==> config.mk <==
export PLATFORM = sky130hd
export DESIGN_NAME = ret_addr_stack
export DESIGN_NICKNAME = d
export VERILOG_FILES = /design/src/rtl/rstk_pkg.sv /design/src/rtl/rstk_target.sv /design/src/rtl/rstk_ctrl.sv /design/src/rtl/rstk_ring.sv /design/src/rtl/ret_addr_stack.sv
export SDC_FILE = /design/constraint.sdc
export NUM_CORES = 1
export LEC_CHECK = 0
export ABC_AREA = 1
export BUFFER_PORTS_ARGS = -buffer_cell sky130_fd_sc_hd__buf_2
export CAP_MARGIN = 25
export CORE_MARGIN = 8
export CORE_UTILIZATION = 60
export DETAILED_ROUTE_END_ITERATION = 12
export PLACE_DENSITY = 0.85
export SETUP_SLACK_MARGIN = 0.05
export SYNTH_ARGS = -nofsm -noshare
export SYNTH_HDL_FRONTEND = slang
export SYNTH_SLANG_ARGS = --single-unit
==> constraint.sdc <==
create_clock -name clk -period 2.9 [get_ports clk]
set_input_delay 0 -clock clk [delete_from_list [all_inputs] [get_ports clk]]
set_output_delay 0 -clock clk [all_outputs]
set_load 0.005 [all_outputs]
==> src/rtl/rstk_pkg.sv <==
`timescale 1ns/1ps
// Shared types for the program counter and return stack.
// Assumes: op codes are stable for the whole cycle they are presented.
package rstk_pkg;
    typedef enum logic [2:0] {
        OP_HOLD = 3'd0,
        OP_STEP = 3'd1,
        OP_JUMP = 3'd2,
        OP_CALL = 3'd3,
        OP_RET  = 3'd4,
        OP_RST  = 3'd5
    } op_e;

    typedef enum logic [2:0] {
        SEL_HOLD,
        SEL_STEP,
        SEL_TGT,
        SEL_VEC,
        SEL_POP
    } nxt_sel_e;
endpackage

==> src/rtl/rstk_target.sv <==
`timescale 1ns/1ps
// Forms the two non-sequential destinations: the jump/call target from
// a low and high byte, and the restart vector from its number.
// Assumes: ADDR_W > 8 and VEC_W + VEC_SHIFT <= ADDR_W.
module rstk_target #(
    parameter int ADDR_W    = 14,
    parameter int VEC_W     = 3,
    parameter int VEC_SHIFT = 3
) (
    input  logic [7:0]        lo_i,
    input  logic [7:0]        hi_i,
    input  logic [VEC_W-1:0]  num_i,
    output logic [ADDR_W-1:0] tgt_o,
    output logic [ADDR_W-1:0] vec_o
);
    localparam int HI_USE = ADDR_W - 8;

    logic unused_hi_bits;
    assign unused_hi_bits = &{1'b0, hi_i[7:HI_USE]};

    // Target: low byte plus the used bits of the high byte.
    assign tgt_o = {hi_i[HI_USE-1:0], lo_i};

    // Vector: number scaled by the vector spacing, zero elsewhere.
    always_comb begin
        vec_o = '0;
        vec_o[VEC_SHIFT +: VEC_W] = num_i;
    end
endmodule

==> src/rtl/rstk_ctrl.sv <==
`timescale 1ns/1ps
// Decodes the operation and condition into a next-counter select and
// stack push/pop strobes. Restart ignores the condition inputs.
// Assumes: unused codes behave as hold.
module rstk_ctrl
    import rstk_pkg::*;
(
    input  logic [2:0] op_i,
    input  logic       cond_i,
    input  logic       pass_i,
    output nxt_sel_e   sel_o,
    output logic       push_o,
    output logic       pop_o
);
    logic taken;
    assign taken = !cond_i || pass_i;

    // Per-operation choice of next counter source and stack action.
    always_comb begin
        sel_o  = SEL_HOLD;
        push_o = 1'b0;
        pop_o  = 1'b0;
        case (op_i)
            OP_STEP: sel_o = SEL_STEP;
            OP_JUMP: if (taken) sel_o = SEL_TGT;
            OP_CALL: if (taken) begin
                sel_o  = SEL_TGT;
                push_o = 1'b1;
            end
            OP_RET:  if (taken) begin
                sel_o = SEL_POP;
                pop_o = 1'b1;
            end
            OP_RST: begin
                sel_o  = SEL_VEC;
                push_o = 1'b1;
            end
            default: sel_o = SEL_HOLD;
        endcase
    end
endmodule

==> src/rtl/rstk_ring.sv <==
`timescale 1ns/1ps
// Ring of DEPTH saved addresses with a wrapping pointer. Push writes the
// slot at the pointer and advances; pop retreats. The top entry is the
// slot below the pointer. No overflow or underflow detection.
// Assumes: push and pop are never high together; slots are not reset.
module rstk_ring #(
    parameter int ADDR_W = 14,
    parameter int DEPTH  = 7
) (
    input  logic              clk,
    input  logic              rst_n,
    input  logic              push_i,
    input  logic              pop_i,
    input  logic [ADDR_W-1:0] wdata_i,
    output logic [ADDR_W-1:0] top_o
);
    localparam int PTR_W = (DEPTH > 1) ? $clog2(DEPTH) : 1;
    localparam logic [PTR_W-1:0] LAST = PTR_W'(DEPTH - 1);

    logic [PTR_W-1:0]  ptr_q;
    logic [PTR_W-1:0]  below;
    logic [ADDR_W-1:0] slot [DEPTH];

    assign below = (ptr_q == '0) ? LAST : ptr_q - 1'b1;

    // Pointer: advance on push, retreat on pop, wrapping at DEPTH.
    always_ff @(posedge clk) begin
        if (!rst_n)
            ptr_q <= '0;
        else if (push_i)
            ptr_q <= (ptr_q == LAST) ? '0 : ptr_q + 1'b1;
        else if (pop_i)
            ptr_q <= below;
    end

    for (genvar i = 0; i < DEPTH; i++) begin : g_slot
        logic [ADDR_W-1:0] ent_q;
        // Slot i: captures the pushed address when the pointer sits here.
        always_ff @(posedge clk) begin
            if (push_i && ptr_q == PTR_W'(i))
                ent_q <= wdata_i;
        end
        assign slot[i] = ent_q;
    end

    assign top_o = slot[below];
endmodule

==> src/rtl/ret_addr_stack.sv <==
`timescale 1ns/1ps
// Program counter with a seven-level push-down return stack. One
// operation per clock from the decoder; the counter is the only output.
// Assumes: the decoder has already stepped the counter past a call or
// restart instruction, so the current value is the return address.
module ret_addr_stack
    import rstk_pkg::*;
#(
    parameter int ADDR_W    = 14,
    parameter int DEPTH     = 7,
    parameter int VEC_W     = 3,
    parameter int VEC_SHIFT = 3
) (
    input  logic              clk,
    input  logic              rst_n,
    input  logic [2:0]        op_i,
    input  logic              cond_i,
    input  logic              pass_i,
    input  logic [7:0]        tgt_lo_i,
    input  logic [7:0]        tgt_hi_i,
    input  logic [VEC_W-1:0]  rst_num_i,
    output logic [ADDR_W-1:0] pc_o
);
    logic [ADDR_W-1:0] pc_q;
    logic [ADDR_W-1:0] tgt;
    logic [ADDR_W-1:0] vec;
    logic [ADDR_W-1:0] top;
    nxt_sel_e          sel;
    logic              push;
    logic              pop;

    rstk_target #(
        .ADDR_W(ADDR_W), .VEC_W(VEC_W), .VEC_SHIFT(VEC_SHIFT)
    ) u_target (
        .lo_i(tgt_lo_i), .hi_i(tgt_hi_i), .num_i(rst_num_i),
        .tgt_o(tgt), .vec_o(vec)
    );

    rstk_ctrl u_ctrl (
        .op_i(op_i), .cond_i(cond_i), .pass_i(pass_i),
        .sel_o(sel), .push_o(push), .pop_o(pop)
    );

    rstk_ring #(
        .ADDR_W(ADDR_W), .DEPTH(DEPTH)
    ) u_ring (
        .clk(clk), .rst_n(rst_n), .push_i(push), .pop_i(pop),
        .wdata_i(pc_q), .top_o(top)
    );

    // Counter register: selects the next address chosen by the decode.
    always_ff @(posedge clk) begin
        if (!rst_n)
            pc_q <= '0;
        else begin
            case (sel)
                SEL_STEP: pc_q <= pc_q + 1'b1;
                SEL_TGT:  pc_q <= tgt;
                SEL_VEC:  pc_q <= vec;
                SEL_POP:  pc_q <= top;
                default:  pc_q <= pc_q;
            endcase
        end
    end

    assign pc_o = pc_q;
endmodule

==> impl_metrics.yaml <==
timing:
  max_freq_ghz: 0.4169
  finalCritPeriodShare_pct: 82.71
  drv_slew: 0
  layout_setup_ws_ns: 0.5013
  final-setup-viol-count: 0
  worstMarginPinSlew_ns: 0.7283
  hold_viol_final: 0
  slew_headroom_pct: 51.18
  clock_skew_ns: 0.009908
  period_minus_slack_ns: 2.399
  rsz0062_at_grt: "no"
  setup_tns_ns: 0
detailed_routing:
  drt_iter0_markers: 696
  num_vias: 4856
  post_drt_wl_per_cell_um: 18.29
  route.detailed.drc: 0
  via_per_inst: 5.781
  drt_pre_antenna_iters: 8
  routed_wirelength_um: 15360
  ant_nets: 0
global_routing:
  grt_pass1_wl_um: 24120
  gr-usage-all-layers_pct: 24.33
  grt_pass1_vias: 4763
  antenna_found_initial: 0
  grt_max_degree: 62
  grt.overflow.total: 0
placement:
  portBuffers: 37
  place_ws_ns: 0.6267
  postPlaceCellArea_um2: 6015
  dp_hpwl_um: 8631
  gp_congestion: 0.9019
synthesis:
  ys_async_sr_fraction_pct: 0
  netlist_instances: 636
  yosysWarnings: 0
  synth_top_area_share_pct: 51.23
  ys_top_cells_by_area: "edfxtp_1 51%, nand2_1 11%, nand3_1 8.4%, inv_1 6.3%, dfxtp_1 5.9%"
  ys_seq_elements: 115
  synth.cell_area_um2: 5744
  yosys.area.top_type: "edfxtp_1"
  synthesis.nets: 669
  synth_top_flop_cell: "edfxtp_1"
  synth_edf_count: 98
  avgSynthCellArea_um2: 9.032
  ys_types: 32
  yosysSeqAreaShare_pct: 57.16
critical_path:
  crit_start: "u_ring.ptr_q[0]"
  crit_slowest_cell: "dfxtp_1"
  cp_cell_sequence: "inv_1, ha_1, nand2_4, nand2_4, o21ai_0, nand2_1, nand3_1, nand3_1, nand2_1, inv_1"
  worst-path-buf-inv: 2
  path_max_fanout: 61
  cp_data_arrival_time_ns: 2.82
  start_kind: "flop"
  worstPathRequired_ns: 3.32
  max_stage_delay_ns: 0.47
  r2r-start: "u_ring.ptr_q[0]"
  reg2regPathDepth: 10
  r2r-end: "pc_o[1]"
  crit_type: "flop to flop"
  worstSetupEndpointType: "flop"
  r2r_slack_ns: 0.50
  cp_top_family: "simple AND/OR/NAND/NOR gates"
clock_tree:
  cts_tree: "done"
  cts_setup_buffers: 0
  htreeDepth: 4
  cts.sinks: 115
  clk_latency_ns: 0.52
  clockBufferDepth: 2
  cts_root_buffer: "clkbuf_8"
  clkTransAtPathRegs_ns: 0.06
  numCtsBuffers: 17
power_and_ir_drop:
  comb_power_share_pct: 12.2
  p_sw_mw: 1.250
  powerDensity_nw_per_um2: 693.2
  ir_worst_vdd_mv: 0.5395
  p_leak_nw: 2.979
  power_frac_seq_pct: 41.0
  switching_share_pct: 26.50
  power.share.clock_pct: 46.9
  intPower_mw: 3.466
layout:
  fill_cells: 612
  final_nets: 731
  utilization_pct: 73.27
  layout-drive-gt1-share_pct: 14.91
  antenna_cells: 0
  fin_area_um2: 6803
  area.growth.synth_to_final_pct: 18.43
hold_path:
  holdPathEnd: "pc_o[6]"
  min_path_cells: 6
  holdCritStartpoint: "cond_i"
  min_path_type: "primary input to flop"
outcome:
  status: "finished clean"
floorplan:
  die_x_um: 113.8
  core_um2: 9284
  rows: 35
  die-area_um2: 12960
  die_h_um: 113.8
  initial_core_util_pct: 61.87
  ios: 40
flow_run:
  max_cap_viol_count: 0
-- synth_stat cells (2+ instances only) --
cell type  instances
nor2_2             2
buf_2              6
inv_2              5
ha_1               7
edfxtp_1          98
nand2_4            2
nor2_4             4
nand3_1           96
inv_1             96
o21ai_1            6
o211ai_1           2
buf_1              3
nor3_1             3
a21oi_1           11
buf_6             10
buf_4              3
nand3_4            2
nand2_2            4
nand3b_1           9
nor2_1            48
nand4_1            4
xor2_1             3
o21ai_0           14
nand2_1          174
dfxtp_1           17
-- power groups by stage --
stage	combinational (mW)	sequential (mW)	clock (mW)
finish	0.574	1.93	2.21
global placement	0.504	1.96	0
CTS	0.557	1.93	2.19
detailed placement	0.520	1.96	0
global route	0.626	1.94	2.28
floorplan	0.410	1.94	0
-- worst max path at each step --
stage / to / cells past startpoint / slack, ns
2_1_floorplan: u_ring.g_slot[0].ent_q[0] / 6 / 0.62
3_3_place_gp: pc_o[1] / 10 / 0.70
3_5_place_dp: pc_o[3] / 10 / 0.63
4_1_cts: pc_o[0] / 10 / 0.57
5_1_grt: pc_o[10] / 12 / 0.33
6_report: pc_o[1] / 10 / 0.50
-- area by class of cell --
type | instances | area (µm²) | area share, %
tap | 129 | 161.4 | 2.373
clock inverter | 14 | 200.2 | 2.943
inverter | 102 | 385.4 | 5.665
multi-input combinational | 397 | 1909 | 28.07
sequential | 115 | 3283 | 48.26
timing repair buffer | 65 | 435.4 | 6.401
clock buffer | 18 | 427.9 | 6.290
-- cell families (layout without fill, tap and decap cells) --
kind of cell             after synthesis  after routing  synth area share [%]
AO/OA/AOI/OAI                         37             37                 3.616
XOR/XNOR                               3              3                0.4575
flip-flops                           115            115                 57.16
AND/OR/NAND/NOR                      350            350                 27.47
adder cells (fa/ha/maj)                7              7                 1.525
buffers and inverters                124            199                 9.780
-- routing by layer --
layer,global-route usage [%],wire length (µm),up-vias
met4,13.22,633,0
li1,-,-,2195
met2,39.37,7319,377
met3,6.233,1857,75
met1,29.17,5551,2209
met5,0,0,-
-- through the flow --
| step | std cells | power (mW) | hold slack [ns] |
|---|---|---|---|
| 5_1_grt | 840 | 4.845 | 0.04904 |
| 4_1_cts | 840 | 4.680 | 0.007877 |
| 3_3_place_gp | 792 | 2.462 | 0.3273 |
| 6_report | 840 | 4.716 | 0.01917 |
| 2_1_floorplan | 636 | 2.349 | 0.2289 |
| 3_5_place_dp | 792 | 2.483 | 0.3396 |
-- registers in the layout, indices dropped and copies added, names as in the netlist --
| register | cells |
|---|---|
| pc_o | 14 |
| u_ring.ptr_q | 3 |
| u_ring.g_slot.ent_q | 98 |
-- worst min-delay path, cell delays in order --
cell     delay [ns]
buf_2          0.08
inv_1          0.03
nor2_1         0.10
nor2_2         0.11
nand3_1        0.11
a21oi_1        0.06
-- cells in the final DEF (no fill, tap or decap), drive strengths merged --
cell	netlist	layout
a21boi	1	1
a21oi	12	12
a31oi	1	1
buf	22	49
bufinv	0	4
clkbuf	0	18
clkinv	0	1
clkinvlp	0	6
dfxtp	17	17
dlygate4sd3	0	16
edfxtp	98	98
ha	7	7
inv	102	105
nand2	180	180
nand3	99	99
nand3b	9	9
nand4	4	4
nor2	54	54
nor3	3	3
o211ai	2	2
o21ai	20	20
o21bai	1	1
or2	1	1
xor2	3	3
-- timing repair --
| item | CTS | global route |
|---|---|---|
| resized for setup | 0 | 0 |
| hold buffers | 16 | 0 |
| hold endpoints to repair | 15 | 0 |
Power figures use the tool's default switching activity.
